**config.mk**
```make
export PLATFORM = sky130hd
export DESIGN_NAME = lsi_seq
export DESIGN_NICKNAME = d
export VERILOG_FILES = /design/src/rtl/lsi_pkg.sv /design/src/rtl/lsi_addr_gen.sv /design/src/rtl/lsi_byte_packer.sv /design/src/rtl/lsi_ctrl.sv /design/src/rtl/lsi_seq.sv
export SDC_FILE = /design/constraint.sdc
export NUM_CORES = 1
export LEC_CHECK = 0
export ABC_AREA = 0
export BUFFER_PORTS_ARGS = -buffer_cell sky130_fd_sc_hd__buf_2
export CORE_MARGIN = 1
export CORE_UTILIZATION = 57
export DETAILED_ROUTE_END_ITERATION = 10
export PLACE_DENSITY_LB_ADDON = 0.05
export SLEW_MARGIN = 20
export SYNTH_ARGS = -nofsm -noshare
export SYNTH_HDL_FRONTEND = slang
export SYNTH_HIERARCHICAL = 1
export SYNTH_SLANG_ARGS = --single-unit
export TNS_END_PERCENT = 100
```
**constraint.sdc**
```tcl
create_clock -name clk -period 4.32 [get_ports clk]
set_input_delay 0.864 -clock clk [delete_from_list [all_inputs] [get_ports clk]]
set_output_delay 0.864 -clock clk [all_outputs]
set_load 0.01 [all_outputs]
```
**src/rtl/lsi_pkg.sv**
```systemverilog
package lsi_pkg;

  typedef enum logic [1:0] {
    ST_IDLE  = 2'd0,
    ST_READ  = 2'd1,
    ST_WRITE = 2'd2,
    ST_DONE  = 2'd3
  } lsi_state_e;

endpackage

```
**src/rtl/lsi_addr_gen.sv**
```systemverilog
module lsi_addr_gen #(
  parameter int ADDR_W = 32
) (
  input  logic              clk,
  input  logic              rst,
  input  logic              load,
  input  logic              load_zero,
  input  logic [ADDR_W-1:0] load_val,
  input  logic              step,
  output logic [ADDR_W-1:0] addr_q
);

  always_ff @(posedge clk) begin
    if (rst) begin
      addr_q <= '0;
    end else if (load) begin
      addr_q <= load_zero ? '0 : load_val;
    end else if (step) begin
      addr_q <= addr_q + ADDR_W'(1);
    end
  end

endmodule

```
**src/rtl/lsi_byte_packer.sv**
```systemverilog
module lsi_byte_packer #(
  parameter int WORD_W = 32,
  parameter int BYTE_W = 8,
  localparam int LANES  = WORD_W / BYTE_W,
  localparam int LANE_W = (LANES > 1) ? $clog2(LANES) : 1
) (
  input  logic              clk,
  input  logic              rst,
  input  logic              take,
  input  logic [LANE_W-1:0] lane,
  input  logic [BYTE_W-1:0] byte_in,
  output logic [WORD_W-1:0] word_q
);

  logic [BYTE_W-1:0] lane_q [LANES];

  for (genvar g = 0; g < LANES; g++) begin : g_lane
    always_ff @(posedge clk) begin
      if (rst) begin
        lane_q[g] <= '0;
      end else if (take) begin
        if (lane == LANE_W'(g)) begin
          lane_q[g] <= byte_in;
        end else if (lane == '0) begin
          lane_q[g] <= '0;
        end
      end
    end
    assign word_q[WORD_W-1-g*BYTE_W -: BYTE_W] = lane_q[g];
  end

endmodule

```
**src/rtl/lsi_ctrl.sv**
```systemverilog
module lsi_ctrl
  import lsi_pkg::*;
#(
  parameter int IDX_W  = 5,
  parameter int CNT_W  = 5,
  parameter int LANES  = 4,
  localparam int LANE_W = (LANES > 1) ? $clog2(LANES) : 1,
  localparam int REM_W  = CNT_W + 1
) (
  input  logic              clk,
  input  logic              rst,
  input  logic              start,
  input  logic [IDX_W-1:0]  start_rt,
  input  logic [CNT_W-1:0]  start_imm,
  input  logic              mem_vld,
  output lsi_state_e        state_q,
  output logic [LANE_W-1:0] lane_q,
  output logic [IDX_W-1:0]  idx_q,
  output logic              accept,
  output logic              take
);

  localparam logic [REM_W-1:0]  FULL_CNT  = REM_W'(1) << CNT_W;
  localparam logic [LANE_W-1:0] LAST_LANE = LANE_W'(LANES - 1);

  logic [REM_W-1:0] rem_q;
  logic             word_full;
  logic             last_byte;

  assign accept    = (state_q == ST_IDLE) && start;
  assign take      = (state_q == ST_READ) && mem_vld;
  assign word_full = (lane_q == LAST_LANE);
  assign last_byte = (rem_q == REM_W'(1));

  always_ff @(posedge clk) begin
    if (rst) begin
      state_q <= ST_IDLE;
      rem_q   <= '0;
      lane_q  <= '0;
      idx_q   <= '0;
    end else begin
      unique case (state_q)
        ST_IDLE: begin
          if (start) begin
            rem_q   <= (start_imm == '0) ? FULL_CNT : REM_W'(start_imm);
            idx_q   <= start_rt;
            lane_q  <= '0;
            state_q <= ST_READ;
          end
        end
        ST_READ: begin
          if (mem_vld) begin
            rem_q  <= rem_q - REM_W'(1);
            lane_q <= lane_q + LANE_W'(1);
            if (word_full || last_byte) begin
              state_q <= ST_WRITE;
            end
          end
        end
        ST_WRITE: begin
          idx_q   <= idx_q + IDX_W'(1);
          lane_q  <= '0;
          state_q <= (rem_q == '0) ? ST_DONE : ST_READ;
        end
        ST_DONE: begin
          state_q <= ST_IDLE;
        end
        default: state_q <= ST_IDLE;
      endcase
    end
  end

endmodule

```
**src/rtl/lsi_seq.sv**
```systemverilog
module lsi_seq
  import lsi_pkg::*;
#(
  parameter int ADDR_W = 32,
  parameter int WORD_W = 32,
  parameter int BYTE_W = 8,
  parameter int IDX_W  = 5,
  parameter int CNT_W  = 5,
  localparam int LANES  = WORD_W / BYTE_W,
  localparam int LANE_W = (LANES > 1) ? $clog2(LANES) : 1
) (
  input  logic              clk,
  input  logic              rst,
  input  logic              start,
  input  logic [IDX_W-1:0]  op_rt,
  input  logic              op_base_zero,
  input  logic [ADDR_W-1:0] op_base_val,
  input  logic [CNT_W-1:0]  op_imm,
  output logic              busy,
  output logic              done,
  output logic              mem_req,
  output logic [ADDR_W-1:0] mem_addr,
  input  logic              mem_vld,
  input  logic [BYTE_W-1:0] mem_rdata,
  output logic              rf_we,
  output logic [IDX_W-1:0]  rf_widx,
  output logic [WORD_W-1:0] rf_wdata
);

  lsi_state_e        state_q;
  logic [LANE_W-1:0] lane_q;
  logic [IDX_W-1:0]  idx_q;
  logic              accept;
  logic              take;
  logic [ADDR_W-1:0] addr_q;
  logic [WORD_W-1:0] word_q;

  lsi_ctrl #(
    .IDX_W (IDX_W),
    .CNT_W (CNT_W),
    .LANES (LANES)
  ) u_ctrl (
    .clk       (clk),
    .rst       (rst),
    .start     (start),
    .start_rt  (op_rt),
    .start_imm (op_imm),
    .mem_vld   (mem_vld),
    .state_q   (state_q),
    .lane_q    (lane_q),
    .idx_q     (idx_q),
    .accept    (accept),
    .take      (take)
  );

  lsi_addr_gen #(
    .ADDR_W (ADDR_W)
  ) u_addr (
    .clk       (clk),
    .rst       (rst),
    .load      (accept),
    .load_zero (op_base_zero),
    .load_val  (op_base_val),
    .step      (take),
    .addr_q    (addr_q)
  );

  lsi_byte_packer #(
    .WORD_W (WORD_W),
    .BYTE_W (BYTE_W)
  ) u_pack (
    .clk     (clk),
    .rst     (rst),
    .take    (take),
    .lane    (lane_q),
    .byte_in (mem_rdata),
    .word_q  (word_q)
  );

  assign busy     = (state_q != ST_IDLE);
  assign done     = (state_q == ST_DONE);
  assign mem_req  = (state_q == ST_READ);
  assign mem_addr = addr_q;
  assign rf_we    = (state_q == ST_WRITE);
  assign rf_widx  = idx_q;
  assign rf_wdata = word_q;

endmodule

```
# After elaboration in Yosys (flattened, before gate mapping)
# Memory sizes are Yosys's and may differ from the RTL's.
# Cells that the tools add are included.
word_totals:
  ff_bits: 47
  latchBits: 0
  mem_bits_rw: 32
  rom_bits: 0
  inputBits: 55
  output_inout_bits: 73
  wordCells: 97
  memories: 1
mem_list:
  columns: ["memory", "words", "word_bits", "rd", "rd_ports_with_merged_regs", "write_ports", "line", "source"]
  rows:
  - ["u_pack.lane_q", 4, 8, 4, 0, 4, "lsi_byte_packer.sv:15", "logic [BYTE_W-1:0] lane_q [LANES];"]
op_classes:
  addsub: 4
  n_mul: 0
  div_mod_pow: 0
  n_lt_le_gt_ge: 0
  n_eq_ne: 10
  n_shift: 0
  mux: 54
  bitwise_logic: 7
  reduce_logical: 16
ops:
  columns: ["op", "count"]
  rows:
  - ["32-bit two-way mux", 3]
  - ["8-bit two-way mux", 7]
  - ["32-bit by 1-bit adder with 32-bit output (second input constant)", 1]
  - ["1-bit two-way mux", 30]
  - ["6-bit two-way mux", 3]
  - ["2-bit two-way mux", 6]
  - ["6-bit one-hot mux with 2 select lines", 1]
  - ["5-bit one-hot mux with 2 select lines", 1]
  - ["3-bit AND reduction", 3]
  - ["2-bit equality test (second input constant)", 4]
  - ["2-bit one-hot mux with 4 select lines", 1]
  - ["2-bit nonzero test", 4]
  - ["1-bit bitwise OR", 7]
  - ["6-bit by 1-bit equality test with 1-bit output (second input constant)", 1]
  - ["6-bit logical NOT", 1]
  - ["2-bit one-hot mux with 3 select lines", 1]
  - ["6-bit by 1-bit subtractor with 6-bit output (second input constant)", 1]
  - ["5-bit by 1-bit adder with 5-bit output (second input constant)", 1]
  - ["5-bit logical NOT", 1]
  - ["5-bit two-way mux", 1]
  - ["2-bit by 1-bit equality test with 1-bit output (second input constant)", 2]
  - ["2-bit logical NOT", 2]
  - ["2-bit by 1-bit != test with 1-bit output (second input constant)", 2]
  - ["3-bit nonzero test", 1]
  - ["other kinds (5)", 6]

# Logic depth before layout (Yosys ltp)
depth:
  word_depth: 7
  mapped_depth: 10
  mapped_depth_nobuf: 7

# Cells and area by module
# The synthesis kept the hierarchy.
by_module_without_submodules:
  columns: ["mod", "instances", "cells_each", "area_per_inst_um2", "seq_area_each_um2"]
  rows:
  - ["lsi_addr_gen", 1, 269, 2100.8, 640.6]
  - ["lsi_byte_packer", 1, 87, 1348.8, 960.9]
  - ["lsi_ctrl", 1, 117, 965.9, 300.3]
  - ["lsi_seq", 1, 4, 28.8, 0.0]

# Worst setup path after synthesis
# OpenSTA, ideal clock, no wires.
synth_path:
  path_type: "in2reg"
  startpoint: "input start"
  endpoint: "register u_addr.addr_q[24]"
  setup_ns: 0.115
  arrival_ns: 2.329
  required_ns: 4.205
  slack_ns: 1.876
  cell_stages: 8
  path_buffers: 3
  cell_sequence: "buf_6 -> inv_1 -> nor3_1 -> nor2b_1 -> clkbuf_1 -> clkbuf_1 -> a21oi_1 -> a2111oi_0"
synth_via:
  elab_chain_cells: 2
  word_cells_on_any_way: 3
  classes_between: "1 x mux; 2 x reduce/logical"
synth_rtl:
  columns: ["item", "line", "source"]
  rows:
  - ["start: declaration", "lsi_seq.sv:14", "input logic start,"]
  - ["1-bit logical AND (*)", "lsi_ctrl.sv:30", "assign accept = (state_q == ST_IDLE) && start;"]
  - ["via accept", "lsi_seq.sv:33", "logic accept;"]
  - ["32-bit two-way mux / 2-bit nonzero test (equally long branches)", null, null]
  - ["end signal: assignment", "lsi_addr_gen.sv:17", "addr_q <= load_zero ? '0 : load_val;"]
  - ["end signal: assignment", "lsi_addr_gen.sv:19", "addr_q <= addr_q + ADDR_W'(1);"]
  - ["end: declaration", "lsi_addr_gen.sv:10", "output logic [ADDR_W-1:0] addr_q"]
# Mark *: on every way through the listed nets, which the timed path passes. The rest lies on a longest branch.
# A chain may end at the register's enable or synchronous reset.

# Worst setup path after layout
layout_path:
  startpoint: "register u_ctrl.state_q[1]"
  endpoint: "register u_addr.addr_q[28]"
layout_via:
  elab_chain_cells: 3
  word_cells_on_any_way: 6
  classes_between: "1 x eq/ne; 1 x mux; 4 x reduce/logical"
layout_rtl:
  columns: ["item", "line", "source"]
  rows:
  - ["start: declaration", "lsi_ctrl.sv:16", "output lsi_state_e state_q,"]
  - ["start signal: assignment", "lsi_ctrl.sv:63", "state_q <= (rem_q == '0) ? ST_DONE : ST_READ;"]
  - ["2-bit by 1-bit equality test with 1-bit output", "lsi_ctrl.sv:31", "assign take = (state_q == ST_READ) && mem_vld;"]
  - ["1-bit logical AND", "lsi_ctrl.sv:31", null]
  - ["via take", "lsi_seq.sv:34", "logic take;"]
  - ["2-bit nonzero test (no source line)", null, null]
# The timed path passes the listed nets, and every way through them passes these cells.

==> flow_summary.yaml <==
status:
  status: "finished clean"
clocking:
  cts_tree: "done"
  cts.sinks: 79
  cts_setup_buffers: 0
  clk_pin_slew_ps: 90
  clk_latency_ps: 350
  clk_path_buf_depth: 2
  htree_levels: 3
  hold_buffers: 0
  cts-resized-gates: 0
  cts_root_buf: "clkbuf_8"
  numCtsBuffers: 9
pwr:
  vdd_drop_max_uv: 167.9
  cellLeakagePower_uw: 0.002258
  power-per-cell-area_nw_per_um2: 330.3
worst_setup_path:
  cpPeakStageDelay_ps: 830
  critPathBufInv: 0
  critPathArrivalTime_ps: 3230
  crit_required_ps: 4580
  crit_type: "register to register"
  startpoint_type: "register"
  cp-end-kind: "register"
  critPathMaxFanout: 28
  cp_cell_sequence: "and2b_4, and2_2, nor2_1, a21oi_1, nand2b_1, mux2i_1, a211oi_1"
  path_delay_family: "simple AND/OR/NAND/NOR gates"
  crit_slowest_cell: "dfxtp_1"
timing:
  hold_viol: 0
  rsz0062_at_grt: "false"
  finalSetupViolCount: 0
  fmax_ghz: 0.3368
  tightest_slew_ps: 850.5
  worst_slack_ps: 1351
  fin_skew_ps: 9.349
  period_share_pct: 68.73
  post-route-min-period_ps: 2969
  fin_setup_tns_ps: 0
  maxSlewHeadroom_pct: 43.18
  finalMaxSlewViolations: 0
finish:
  final_nets: 652
  area_growth_pct: 18.89
  final_cell_area_um2: 5284
  drive_gt1_share_pct: 31.21
  layout_commonest_cell: "buf_2"
  diodes: 0
  final_cell_mix: "buf_2 (127), nor2_1 (68), dfxtp_1 (47), a21oi_1 (36), edfxtp_1 (32)"
global_route:
  grt_overflow: 0
  grt_pass1_wl_um: 18280
  grt_antenna_before_repair: 0
  grt_max_degree: 49
  grtUsageTotal_pct: 27.59
  grt_pass1_vias: 3843
logic_synthesis:
  yosysSeqAreaShare_pct: 42.79
  ys_ff_latch: 79
  synth_enable_flop_cells: 32
  ys_types: 71
  synthCells: 477
  syn_nets: 538
  ys_warn_count: 6
  synthFlopType: "dfxtp_1"
  synth_area_um2: 4444
  synthArstFlopShare_pct: 0
  avgSynthCellArea_um2: 9.317
min_path:
  worstHoldPathType: "register to register"
run:
  drv_cap: 0
floorplan:
  start_util_pct: 59.99
  core_area_um2: 7408
  ios: 128
  die-area_um2: 8154
  rows: 31
  die_h_um: 90.30
  die_w_um: 90.30
route:
  postRouteAntennaNets: 0
  drtPass1Iterations: 4
  drc: 0
  initialDrtViolationCount: 227
  wirelength_um: 11060
  via_count: 4071
  routedWlPerCell_um: 15.91
  vias_per_cell: 5.858
placed_design:
  dpl_cell_area_um2: 5072
  pre_cts_slack_ps: 1380
  gp_congestion: 0.8656
  port-buffer-count: 127
  hpwl_um: 7925
[logic make-up (layout without fill, tap and decap cells)]
group / Yosys count / in the layout / synth area share, %
AO/OA/AOI/OAI: 117 / 117 / 18.61
XOR/XNOR: 19 / 19 / 3.744
adder cells (fa/ha/maj): 6 / 6 / 1.689
flip-flops: 79 / 79 / 42.79
buffers and inverters: 41 / 160 / 4.871
AND/OR/NAND/NOR: 209 / 209 / 26.94
multiplexers: 6 / 6 / 1.351
[sequential cells by signal, summed over array words and instances, names as in the netlist]
signal          cells
u_addr/addr_q      32
u_pack/lane_q      32
u_ctrl/rem_q        6
u_ctrl/idx_q        5
u_ctrl/lane_q       2
u_ctrl/state_q      2
[path summary, 6_finish.rpt]
check	from	endpoint	slack [ps]	depth (start not counted)
worst max-delay path	u_ctrl/state_q[1]	u_addr/addr_q[28]	1350	7
worst min-delay path	u_ctrl/rem_q[1]	u_ctrl/rem_q[1]	490	2
worst max register to register	u_ctrl/state_q[1]	u_addr/addr_q[28]	1350	7
worst min register to register	u_ctrl/rem_q[1]	u_ctrl/rem_q[1]	490	2
[per-layer routing]
metal  part of all wire, %  wire, um  GRT usage (%)  vias up
li1                      -         -              -     1979
met1                    44      4819          34.62     1933
met4                   1.2       131          8.468        0
met3                   4.9       539          3.620       13
met5                     0         0              0        -
met2                    50      5569          49.24      146
[worst min-delay path, stage by stage, from the launching register on]
cell	delay (ps)
dfxtp_1	340
nand2_1	60
a21oi_1	50
[report_power, final]
part,switching [uW],internal (uW)
clock network,301,278
registers,45.6,820
logic,174,127
[cell usage after synthesis, drive strengths merged (3+ instances only)]
| library cell | number | area, um^2 |
|---|---|---|
| nand2b | 7 | 51.30 |
| a31o | 3 | 26.28 |
| clkbuf | 17 | 63.81 |
| o21ai | 12 | 63.81 |
| a211oi | 8 | 60.06 |
| nand2 | 30 | 115.1 |
| and2 | 4 | 26.28 |
| a22o | 7 | 61.31 |
| and3 | 6 | 37.54 |
| xor2 | 11 | 96.34 |
| nand4 | 13 | 96.34 |
| nand3b | 8 | 135.1 |
| or2 | 3 | 18.77 |
| xnor2 | 8 | 70.07 |
| mux2i | 6 | 60.06 |
| inv | 13 | 48.80 |
| ha | 6 | 75.07 |
| o22ai | 4 | 25.02 |
| a21o | 3 | 23.77 |
| nor2b | 4 | 25.02 |
| nand3 | 14 | 70.07 |
| a21oi | 37 | 196.4 |
| dfxtp | 47 | 940.9 |
| nor3 | 22 | 115.1 |
| a21boi | 11 | 82.58 |
| edfxtp | 32 | 960.9 |
| buf | 11 | 103.9 |
| nor2 | 77 | 311.5 |
| or3 | 5 | 31.28 |
| a2111oi | 9 | 97.59 |
| nor4 | 9 | 105.1 |
[metrics by stage]
step	power (uW)	std cells	hold WS, ps	util, %
2_1_floorplan	1074	477	454.0	-
3_3_place_gp	1171	679	468.6	68.47
3_5_place_dp	1181	679	476.5	68.47
4_1_cts	1752	695	488.8	71.32
5_1_grt	1827	695	538.5	71.32
6_report	1745	695	491.8	71.32
[layout make-up]
class | instances | area (um^2)
Sequential cell | 79 | 1902
Fill cell | 622 | 2125
Timing Repair Buffer | 131 | 665.6
Clock inverter | 7 | 87.58
Tap cell | 99 | 123.9
Inverter | 13 | 48.80
Multi-Input combinational cell | 357 | 2332
Clock buffer | 9 | 123.9
Note: power is estimated with default switching activity, not from simulation.
